`src/rtl/chain_pkg.sv`:
```
package chain_pkg;
  timeunit 1ns;
  timeprecision 100ps;

  // Life cycle of one stage: waiting for work, counting, holding a result
  typedef enum logic [1:0] {
    ST_IDLE = 2'd0,
    ST_WORK = 2'd1,
    ST_HOLD = 2'd2
  } stage_state_e;

  // Latency of stage idx, chosen from the three top-level parameters
  function automatic int pick_lat(input int idx, input int lat_a, input int lat_b, input int lat_c);
    case (idx)
      0:       return lat_a;
      1:       return lat_b;
      default: return lat_c;
    endcase
  endfunction

endpackage

```
`src/rtl/lat_timer.sv`:
```
module lat_timer #(
  parameter int LAT = 2
) (
  input  logic clk,
  input  logic rst,
  input  logic load,
  input  logic tick,
  output logic last
);
  timeunit 1ns;
  timeprecision 100ps;

  // The cycle of acceptance counts as the first work cycle
  localparam int LOADV = (LAT >= 2) ? LAT - 2 : 0;
  localparam int CW    = (LOADV > 1) ? $clog2(LOADV + 1) : 1;

  logic [CW-1:0] cnt;

  always_ff @(posedge clk) begin
    if (rst) begin
      cnt <= '0;
    end else if (load) begin
      cnt <= CW'(LOADV);
    end else if (tick && cnt != '0) begin
      cnt <= cnt - CW'(1);
    end
  end

  assign last = (cnt == '0);

endmodule

```
`src/rtl/incr_stage.sv`:
```
module incr_stage #(
  parameter int W   = 8,
  parameter int LAT = 2
) (
  input  logic         clk,
  input  logic         rst,
  input  logic         in_valid,
  input  logic [W-1:0] in_data,
  output logic         in_ready,
  output logic         out_valid,
  output logic [W-1:0] out_data,
  input  logic         out_ready
);
  timeunit 1ns;
  timeprecision 100ps;
  import chain_pkg::*;

  // The arithmetic of one stage: add one, wrapping at 2**W
  function automatic logic [W-1:0] bump(input logic [W-1:0] v);
    return v + W'(1);
  endfunction

  stage_state_e st;
  logic [W-1:0] res_q;
  logic         take_evt;   // upstream value sampled at this edge
  logic         give_evt;   // held result taken downstream at this edge
  logic         tmr_last;

  assign give_evt  = (st == ST_HOLD) && out_ready;
  assign in_ready  = (st == ST_IDLE) || give_evt;
  assign take_evt  = in_valid && in_ready;
  assign out_valid = (st == ST_HOLD);
  assign out_data  = res_q;

  lat_timer #(.LAT(LAT)) u_timer (
    .clk  (clk),
    .rst  (rst),
    .load (take_evt),
    .tick (st == ST_WORK),
    .last (tmr_last)
  );

  always_ff @(posedge clk) begin
    if (rst) begin
      st    <= ST_IDLE;
      res_q <= '0;
    end else if (take_evt) begin
      res_q <= bump(in_data);
      st    <= (LAT <= 1) ? ST_HOLD : ST_WORK;
    end else begin
      case (st)
        ST_WORK: if (tmr_last) st <= ST_HOLD;
        ST_HOLD: if (give_evt) st <= ST_IDLE;
        default: st <= st;
      endcase
    end
  end

endmodule

```
`src/rtl/step_chain.sv`:
```
module step_chain #(
  parameter int W     = 8,
  parameter int LAT_A = 2,
  parameter int LAT_B = 3,
  parameter int LAT_C = 5
) (
  input  logic         clk,
  input  logic         rst,
  input  logic         in_valid,
  input  logic [W-1:0] in_data,
  output logic         in_ready,
  output logic         in_taken,
  output logic         out_valid,
  output logic [W-1:0] out_data,
  input  logic         out_ready,
  output logic [2:0]   stage_free
);
  timeunit 1ns;
  timeprecision 100ps;

  localparam int NSTAGE = 3;

  // Link k joins stage k-1 to stage k; link 0 is the input, link NSTAGE the output
  logic [NSTAGE:0]        lv;
  logic [NSTAGE:0]        lr;
  logic [NSTAGE:0][W-1:0] ld;

  assign lv[0]      = in_valid;
  assign ld[0]      = in_data;
  assign lr[NSTAGE] = out_ready;

  for (genvar g = 0; g < NSTAGE; g++) begin : g_stage
    incr_stage #(
      .W   (W),
      .LAT (chain_pkg::pick_lat(g, LAT_A, LAT_B, LAT_C))
    ) u_stage (
      .clk       (clk),
      .rst       (rst),
      .in_valid  (lv[g]),
      .in_data   (ld[g]),
      .in_ready  (lr[g]),
      .out_valid (lv[g+1]),
      .out_data  (ld[g+1]),
      .out_ready (lr[g+1])
    );
  end

  assign in_ready   = lr[0];
  assign in_taken   = in_valid && lr[0];
  assign out_valid  = lv[NSTAGE];
  assign out_data   = ld[NSTAGE];
  assign stage_free = lr[NSTAGE-1:0];

endmodule

```
`config.mk`:
```
export PLATFORM = sky130hd
export DESIGN_NAME = step_chain
export DESIGN_NICKNAME = d
export VERILOG_FILES = /design/src/rtl/chain_pkg.sv /design/src/rtl/lat_timer.sv /design/src/rtl/incr_stage.sv /design/src/rtl/step_chain.sv
export SDC_FILE = /design/constraint.sdc
export NUM_CORES = 1
export LEC_CHECK = 0
export CAP_MARGIN = 10
export CORE_ASPECT_RATIO = 2
export CORE_MARGIN = 10
export CORE_UTILIZATION = 51
export CTS_CLUSTER_DIAMETER = 60
export CTS_CLUSTER_SIZE = 40
export DETAILED_ROUTE_END_ITERATION = 8
export GPL_ROUTABILITY_DRIVEN = 0
export GPL_TIMING_DRIVEN = 0
export MAX_ROUTING_LAYER = met4
export PLACE_DENSITY_LB_ADDON = 0.25
export RECOVER_POWER = 25
export SKIP_LAST_GASP = 1
export SLEW_MARGIN = 20
export SYNTH_ARGS = -nofsm -noshare
export SYNTH_HDL_FRONTEND = slang
export SYNTH_SLANG_ARGS = --single-unit
```
`constraint.sdc`:
```
create_clock -name clk -period 2.25 [get_ports clk]
set_clock_uncertainty 0.2 [all_clocks]
set_input_delay 0.45 -clock clk [delete_from_list [all_inputs] [get_ports clk]]
set_output_delay 0.45 -clock clk [all_outputs]
set_load 0.05 [all_outputs]
```
* Yosys cells after proc, flatten, opt, wreduce, memory -nomap -nowiden *
Cells that the tools add are included.

operators by class
  add/sub/neg operators = 6
  eq/ne operators = 18
  muxes and demuxes = 16
  reduce and logical (&&, ||, !) cells = 32

operators with widths
  operator                                                                 number
  8-bit by 1-bit adder with 8-bit output, second input constant            3
  3-bit AND reduction                                                      6
  2-bit two-way mux                                                        8
  3-bit inequality test, second input constant                             4
  2-bit one-hot mux with 2 select lines                                    3
  2-bit nonzero test                                                       6
  3-bit nonzero test                                                       3
  2-bit zero test                                                          4
  2-bit inequality test, second input constant                             4
  1-bit logical AND                                                        7
  2-bit by 1-bit == test with 1-bit output, second input constant          3
  2-bit == test, second input constant                                     3
  2-bit OR reduction                                                       3
  1-bit two-way mux                                                        5
  2-bit by 1-bit inequality test with 1-bit output, second input constant  2
  1-bit logical OR                                                         3
  3-bit by 1-bit inequality test with 1-bit output, second input constant  1
  3-bit by 2-bit inequality test with 1-bit output, second input constant  1
  1-bit subtractor, second input constant                                  2
  2-bit by 1-bit subtractor with 2-bit output, second input constant       1

storage, ports and cells
  flip-flop bits (word level) = 34
  input port bits = 12
  word-level logic and storage cells = 84

* Longest topological paths before layout *
  depth after elaboration = 10
  mapped depth = 9

* Cells and area by module *
A second synthesis with hierarchy kept.

unflattened totals
  cell total of the unflattened synthesis = 211
  area, all modules = 1,880.6 um^2

by module, submodules not included
  module                                   instances  cells each  area an instance (um^2)
  incr_stage                               3          63          556.8
  lat_timer at g_stage[2].u_stage.u_timer  1          12          115.1
  lat_timer at g_stage[1].u_stage.u_timer  1          5           42.5
  lat_timer at g_stage[0].u_stage.u_timer  1          3           38.8
  step_chain                               1          2           13.8

* Least setup slack after synthesis *
Ideal clock, no wire load.

  kind = register to output
  start = register g_stage[2].u_stage.st[0]
  end = output port stage_free[0]
  data arrival time = 2,180 ps
  data required time = 1,600 ps
  slack = -580 ps
  cell stages (with the launch flop) = 8
  cell sequence = dfxtp_1 inv_1 ha_1 a211oi_2 or2_0 buf_2 nand2b_1 buf_4

between the ends
  cells in the longest elaborated chain, start to end = 7

RTL lines
  element                   RTL line          text
  start: declaration        incr_stage.sv:23  stage_state_e st;
  start signal: assignment  incr_stage.sv:49  st <= (LAT <= 1) ? ST_HOLD : ST_WORK;
  start signal: assignment  incr_stage.sv:54  default: st <= st;
  2-bit == test             -
  named net out_valid       step_chain.sv:13  output logic out_valid,
  1-bit logical AND         incr_stage.sv:29  assign give_evt = (st == ST_HOLD) && out_ready;
  1-bit logical OR          incr_stage.sv:30  assign in_ready = (st == ST_IDLE) || give_evt;
  1-bit logical AND         incr_stage.sv:29
  1-bit logical OR          incr_stage.sv:30
  1-bit logical AND         incr_stage.sv:29
  1-bit logical OR          incr_stage.sv:30
  end: declaration          step_chain.sv:16  output logic [2:0] stage_free

The timed path passes the listed nets, and every way through them passes these cells.

* Final worst setup path *
  start = register g_stage[2].u_stage.st[0]
  end = output port stage_free[0]

between the ends
  cells in the longest elaborated chain, start to end = 7

RTL lines
  element              RTL line
  2-bit == test        incr_stage.sv:29
  1-bit logical AND    incr_stage.sv:29
  1-bit logical OR *   incr_stage.sv:30
  1-bit logical AND *  incr_stage.sv:29
  1-bit logical OR *   incr_stage.sv:30
  1-bit logical AND *  incr_stage.sv:29
  1-bit logical OR *   incr_stage.sv:30

Mark *: on every way between the ends. The rest lies on a longest branch, timed or not.

==> impl_metrics.yaml <==
hold_path:
  min_from: "g_stage[2].u_stage.out_data[1]"
  min_path_type: "reg2reg"
  whs_path_depth: 2
  timing.hold.worst_endpoint: "g_stage[2].u_stage.out_data[1]"
critical_path:
  crit_path_max_fanout: 4
  crit-reg2reg-launch: "g_stage[2].u_stage.st[0]"
  ff2ff_path_depth: 9
  worstPathArrival_ns: 1.73
  critPathCaptureType: "primary output"
  critPathLaunchType: "register"
  critical_path_required_ns: 1.60
  path_class: "reg2out"
  setup.reg_to_reg.worst_slack_ns: 0.30
  critical_path.reg2reg.endpoint: "g_stage[0].u_stage.st[0]"
global_route:
  grt_antenna_before_repair: 0
  grt_overflow: 0
  global_route.usage.met2_pct: 24.3
  grt_usage_pct: 12.9
  grt_max_degree: 12
  grt_use_met1_pct: 11.0
  grtUsageMet3_pct: 3.74
  grt_pass1_vias: 1600
  grt.busiest_layer: "met2"
  grt_first_pass_wirelength_um: 6820
routing:
  first_pass_iters: 5
  remaining_drc_errors: 0
  routed_wirelength_um: 4010
  route.detailed.vias_per_inst: 5.26
  vias: 1553
  detailedRoute.firstIterationViolations: 28
  detail-route-antenna-nets: 0
  wl_per_cell_um: 13.6
sta:
  timing.fmax_ghz: 0.420
  timing_hold_violations_final: 0
  finalSetupViolCount: 2
  fin_crit_ns: 2.38
  worst-slew-pin-transition_ns: 0.629
  final-max-slew-violation-count: 0
  grt_setup_unrepaired: "true"
  period_share_pct: 106
  final_critical_path_setup_slack_ns: -0.132
  worst_slew_margin_rel_pct: 58.0
synthesis:
  synth_fa_ha_area_share_pct: 8.92
  yosys.area_share.simple_pct: 18.7
  synth_cell_types: 35
  synth_xor_xnor_area_share_pct: 9.12
  yosys-mux-area-fraction_pct: 1.10
  ys.warnings.count: 0
  synth_seq_cells: 34
  syn_avg_cell_area_um2: 8.86
  synth-compound-area-share_pct: 18.1
  yosysTopAreaCell: "sky130_fd_sc_hd__dfxtp_1"
  synth_top_family_by_area: "simple AND/OR/NAND/NOR gates"
  synth_top_cell_area_share_pct: 37.3
  nets_in_the_synthesized_netlist: 231
  postSynthCellCount: 206
  synthesis.area_mm2: 0.00182
  ys_top_cells_by_area: "sky130_fd_sc_hd__dfxtp_1 (37%), sky130_fd_sc_hd__ha_1 (8.9%), sky130_fd_sc_hd__a211oi_1 (6.6%), sky130_fd_sc_hd__xor2_1 (5.8%), sky130_fd_sc_hd__a211oi_2 (5.5%)"
  yosysSeqAreaShare_pct: 37.3
finish:
  finish.instance_area_mm2: 0.00243
  nets: 271
  final_layout_size_suffix_gt1_share_pct: 24.3
  fin_cells: 295
  nFillCells: 267
  syn_to_final_growth_pct: 33.5
  num_antenna_cells: 0
  most-common-layout-cells: "sky130_fd_sc_hd__dfxtp_1 (30), sky130_fd_sc_hd__nor2_1 (24), sky130_fd_sc_hd__a211oi_1 (16), sky130_fd_sc_hd__clkdlybuf4s50_1 (16), sky130_fd_sc_hd__buf_4 (14)"
  layout.cells.most_common: "sky130_fd_sc_hd__dfxtp_1"
clock_network:
  h_tree_depth: 2
  worstSkewPairLatency_ns: 0.29
  cts_hold_buffers: 0
  clock_sink_count: 34
  cts_tree: "yes"
  cts-root-buf: "sky130_fd_sc_hd__clkbuf_8"
  clk_pin_slew_ns: 0.07
  max-clock-path-buffers: 2
  cts-buffers-inserted: 5
placed_design:
  detailedPlacementHpwl_um: 2740
  placedInstanceArea_mm2: 0.00214
  placed_cells: 278
  io_buffer_count: 24
floorplan:
  floorplan.rows: 30
  floorplan.initialDensity_pct: 53.4
  coreArea_mm2: 0.00342
  die_width_um: 62.3
  die_h_um: 105
  floorplan.io_pins: 26
  total_die_area_mm2: 0.00651
pwr:
  ir_worst_vdd_uv: 1580
  pwr_density_cell_mw_per_mm2: 1520
  fin_total_pwr_mw: 3.71
  p_leak_nw: 0.896
status:
  run_status: "finished with violations"
  violations: "setup timing"
run:
  max_cap_viol_count: 0
[state kept, by name, indices dropped and copies added (netlist names)]
register	count
g_stage.u_stage.st	6
g_stage.u_stage.out_data	24
g_stage.u_stage.u_timer.cnt	4
[routing by layer]
| metal | part of all wire (%) | up-vias |
|---|---|---|
| met5 | 0 | - |
| met3 | 4.3 | 10 |
| met4 | 2.1 | 0 |
| met1 | 36 | 721 |
| li1 | - | 785 |
| met2 | 58 | 37 |
[cell usage after synthesis]
| cell type | number |
|---|---|
| sky130_fd_sc_hd__a211oi_1 | 16 |
| sky130_fd_sc_hd__a211oi_2 | 8 |
| sky130_fd_sc_hd__a21oi_1 | 11 |
| sky130_fd_sc_hd__a21oi_2 | 1 |
| sky130_fd_sc_hd__a22o_1 | 1 |
| sky130_fd_sc_hd__and2_1 | 3 |
| sky130_fd_sc_hd__and3_1 | 7 |
| sky130_fd_sc_hd__buf_2 | 3 |
| sky130_fd_sc_hd__buf_4 | 4 |
| sky130_fd_sc_hd__buf_6 | 2 |
| sky130_fd_sc_hd__clkbuf_1 | 4 |
| sky130_fd_sc_hd__dfxtp_1 | 34 |
| sky130_fd_sc_hd__ha_1 | 13 |
| sky130_fd_sc_hd__inv_1 | 10 |
| sky130_fd_sc_hd__inv_2 | 1 |
| sky130_fd_sc_hd__mux2i_1 | 2 |
| sky130_fd_sc_hd__nand2_1 | 11 |
| sky130_fd_sc_hd__nand2b_1 | 3 |
| sky130_fd_sc_hd__nand3_1 | 10 |
| sky130_fd_sc_hd__nand3b_1 | 1 |
| sky130_fd_sc_hd__nand4_1 | 2 |
| sky130_fd_sc_hd__nor2_1 | 24 |
| sky130_fd_sc_hd__nor2_2 | 1 |
| sky130_fd_sc_hd__nor2b_1 | 1 |
| sky130_fd_sc_hd__nor3_1 | 2 |
| sky130_fd_sc_hd__nor3b_1 | 1 |
| sky130_fd_sc_hd__nor4b_1 | 1 |
| sky130_fd_sc_hd__o211ai_1 | 1 |
| sky130_fd_sc_hd__o21ai_0 | 5 |
| sky130_fd_sc_hd__o21ai_1 | 1 |
| sky130_fd_sc_hd__or2_0 | 1 |
| sky130_fd_sc_hd__or2_2 | 1 |
| sky130_fd_sc_hd__or3_1 | 1 |
| sky130_fd_sc_hd__xnor2_1 | 7 |
| sky130_fd_sc_hd__xor2_1 | 12 |
[final cells by class]
cell class                 count  area (um2)  area share, %
tap                           48        60.1           2.47
sequential                    34         691           28.4
clock buffer                   5        68.8           2.83
clock inverter                 3        40.0           1.64
timing repair buffer          33         315           12.9
buffer                        13        91.3           3.75
multi-input combinational    148        1120           46.2
inverter                      11        43.8           1.80
[critical path, cell delays in order, from the launching register on]
cell                       delay, ns
sky130_fd_sc_hd__dfxtp_4        0.37
sky130_fd_sc_hd__inv_4          0.05
sky130_fd_sc_hd__ha_4           0.17
sky130_fd_sc_hd__a211oi_2       0.26
sky130_fd_sc_hd__or2_0          0.16
sky130_fd_sc_hd__buf_4          0.13
sky130_fd_sc_hd__nand2b_4       0.06
sky130_fd_sc_hd__buf_6          0.11
sky130_fd_sc_hd__buf_8          0.14
[how the worst max path moves through the flow]
stage / startpoint / end / slack, ns / depth (start not counted)
after detailed placement: out_ready / stage_free[0] / -0.90 / 7
final: g_stage[2].u_stage.st[0] / stage_free[0] / -0.13 / 8
after floorplan: g_stage[2].u_stage.st[0] / stage_free[0] / 0.03 / 7
after global routing: g_stage[2].u_stage.st[0] / stage_free[0] / -0.21 / 8
after CTS: g_stage[1].u_stage.st[0] / stage_free[0] / -0.12 / 8
after global placement: out_ready / stage_free[0] / -0.88 / 7
[per-stage QoR]
stage | setup slack, ns | hold WS, ns | utilization, % | TNS [ns]
3_3_place_gp | -0.883 | 0.245 | 62.8 | -3.77
2_1_floorplan | 0.0300 | 0.250 | - | 0
3_5_place_dp | -0.900 | 0.247 | 62.8 | -3.77
6_report | -0.132 | 0.255 | 71.3 | -0.164
4_1_cts | -0.121 | 0.257 | 69.2 | -0.151
5_1_grt | -0.208 | 0.285 | 71.3 | -0.448
[cell families after synthesis]
kind of cell | after synthesis
adder cells (fa/ha/maj) | 13
buffers and inverters | 24
multiplexers | 2
XOR/XNOR | 19
AO/OA/AOI/OAI | 44
flip-flops | 34
AND/OR/NAND/NOR | 70
[report_power, final]
group	internal [mW]	total, mW	switching, mW
Clock	0.326	0.553	0.228
Combinational	0.936	2.15	1.21
Sequential	0.827	1.01	0.179
[what timing repair did]
item	CTS	global route
buffers inserted	5	4
pin swaps	5	4
gates cloned	0	0
gates resized for setup	51	15
setup endpoints to repair	6	5
No activity file was read; power rests on OpenSTA's default activity.
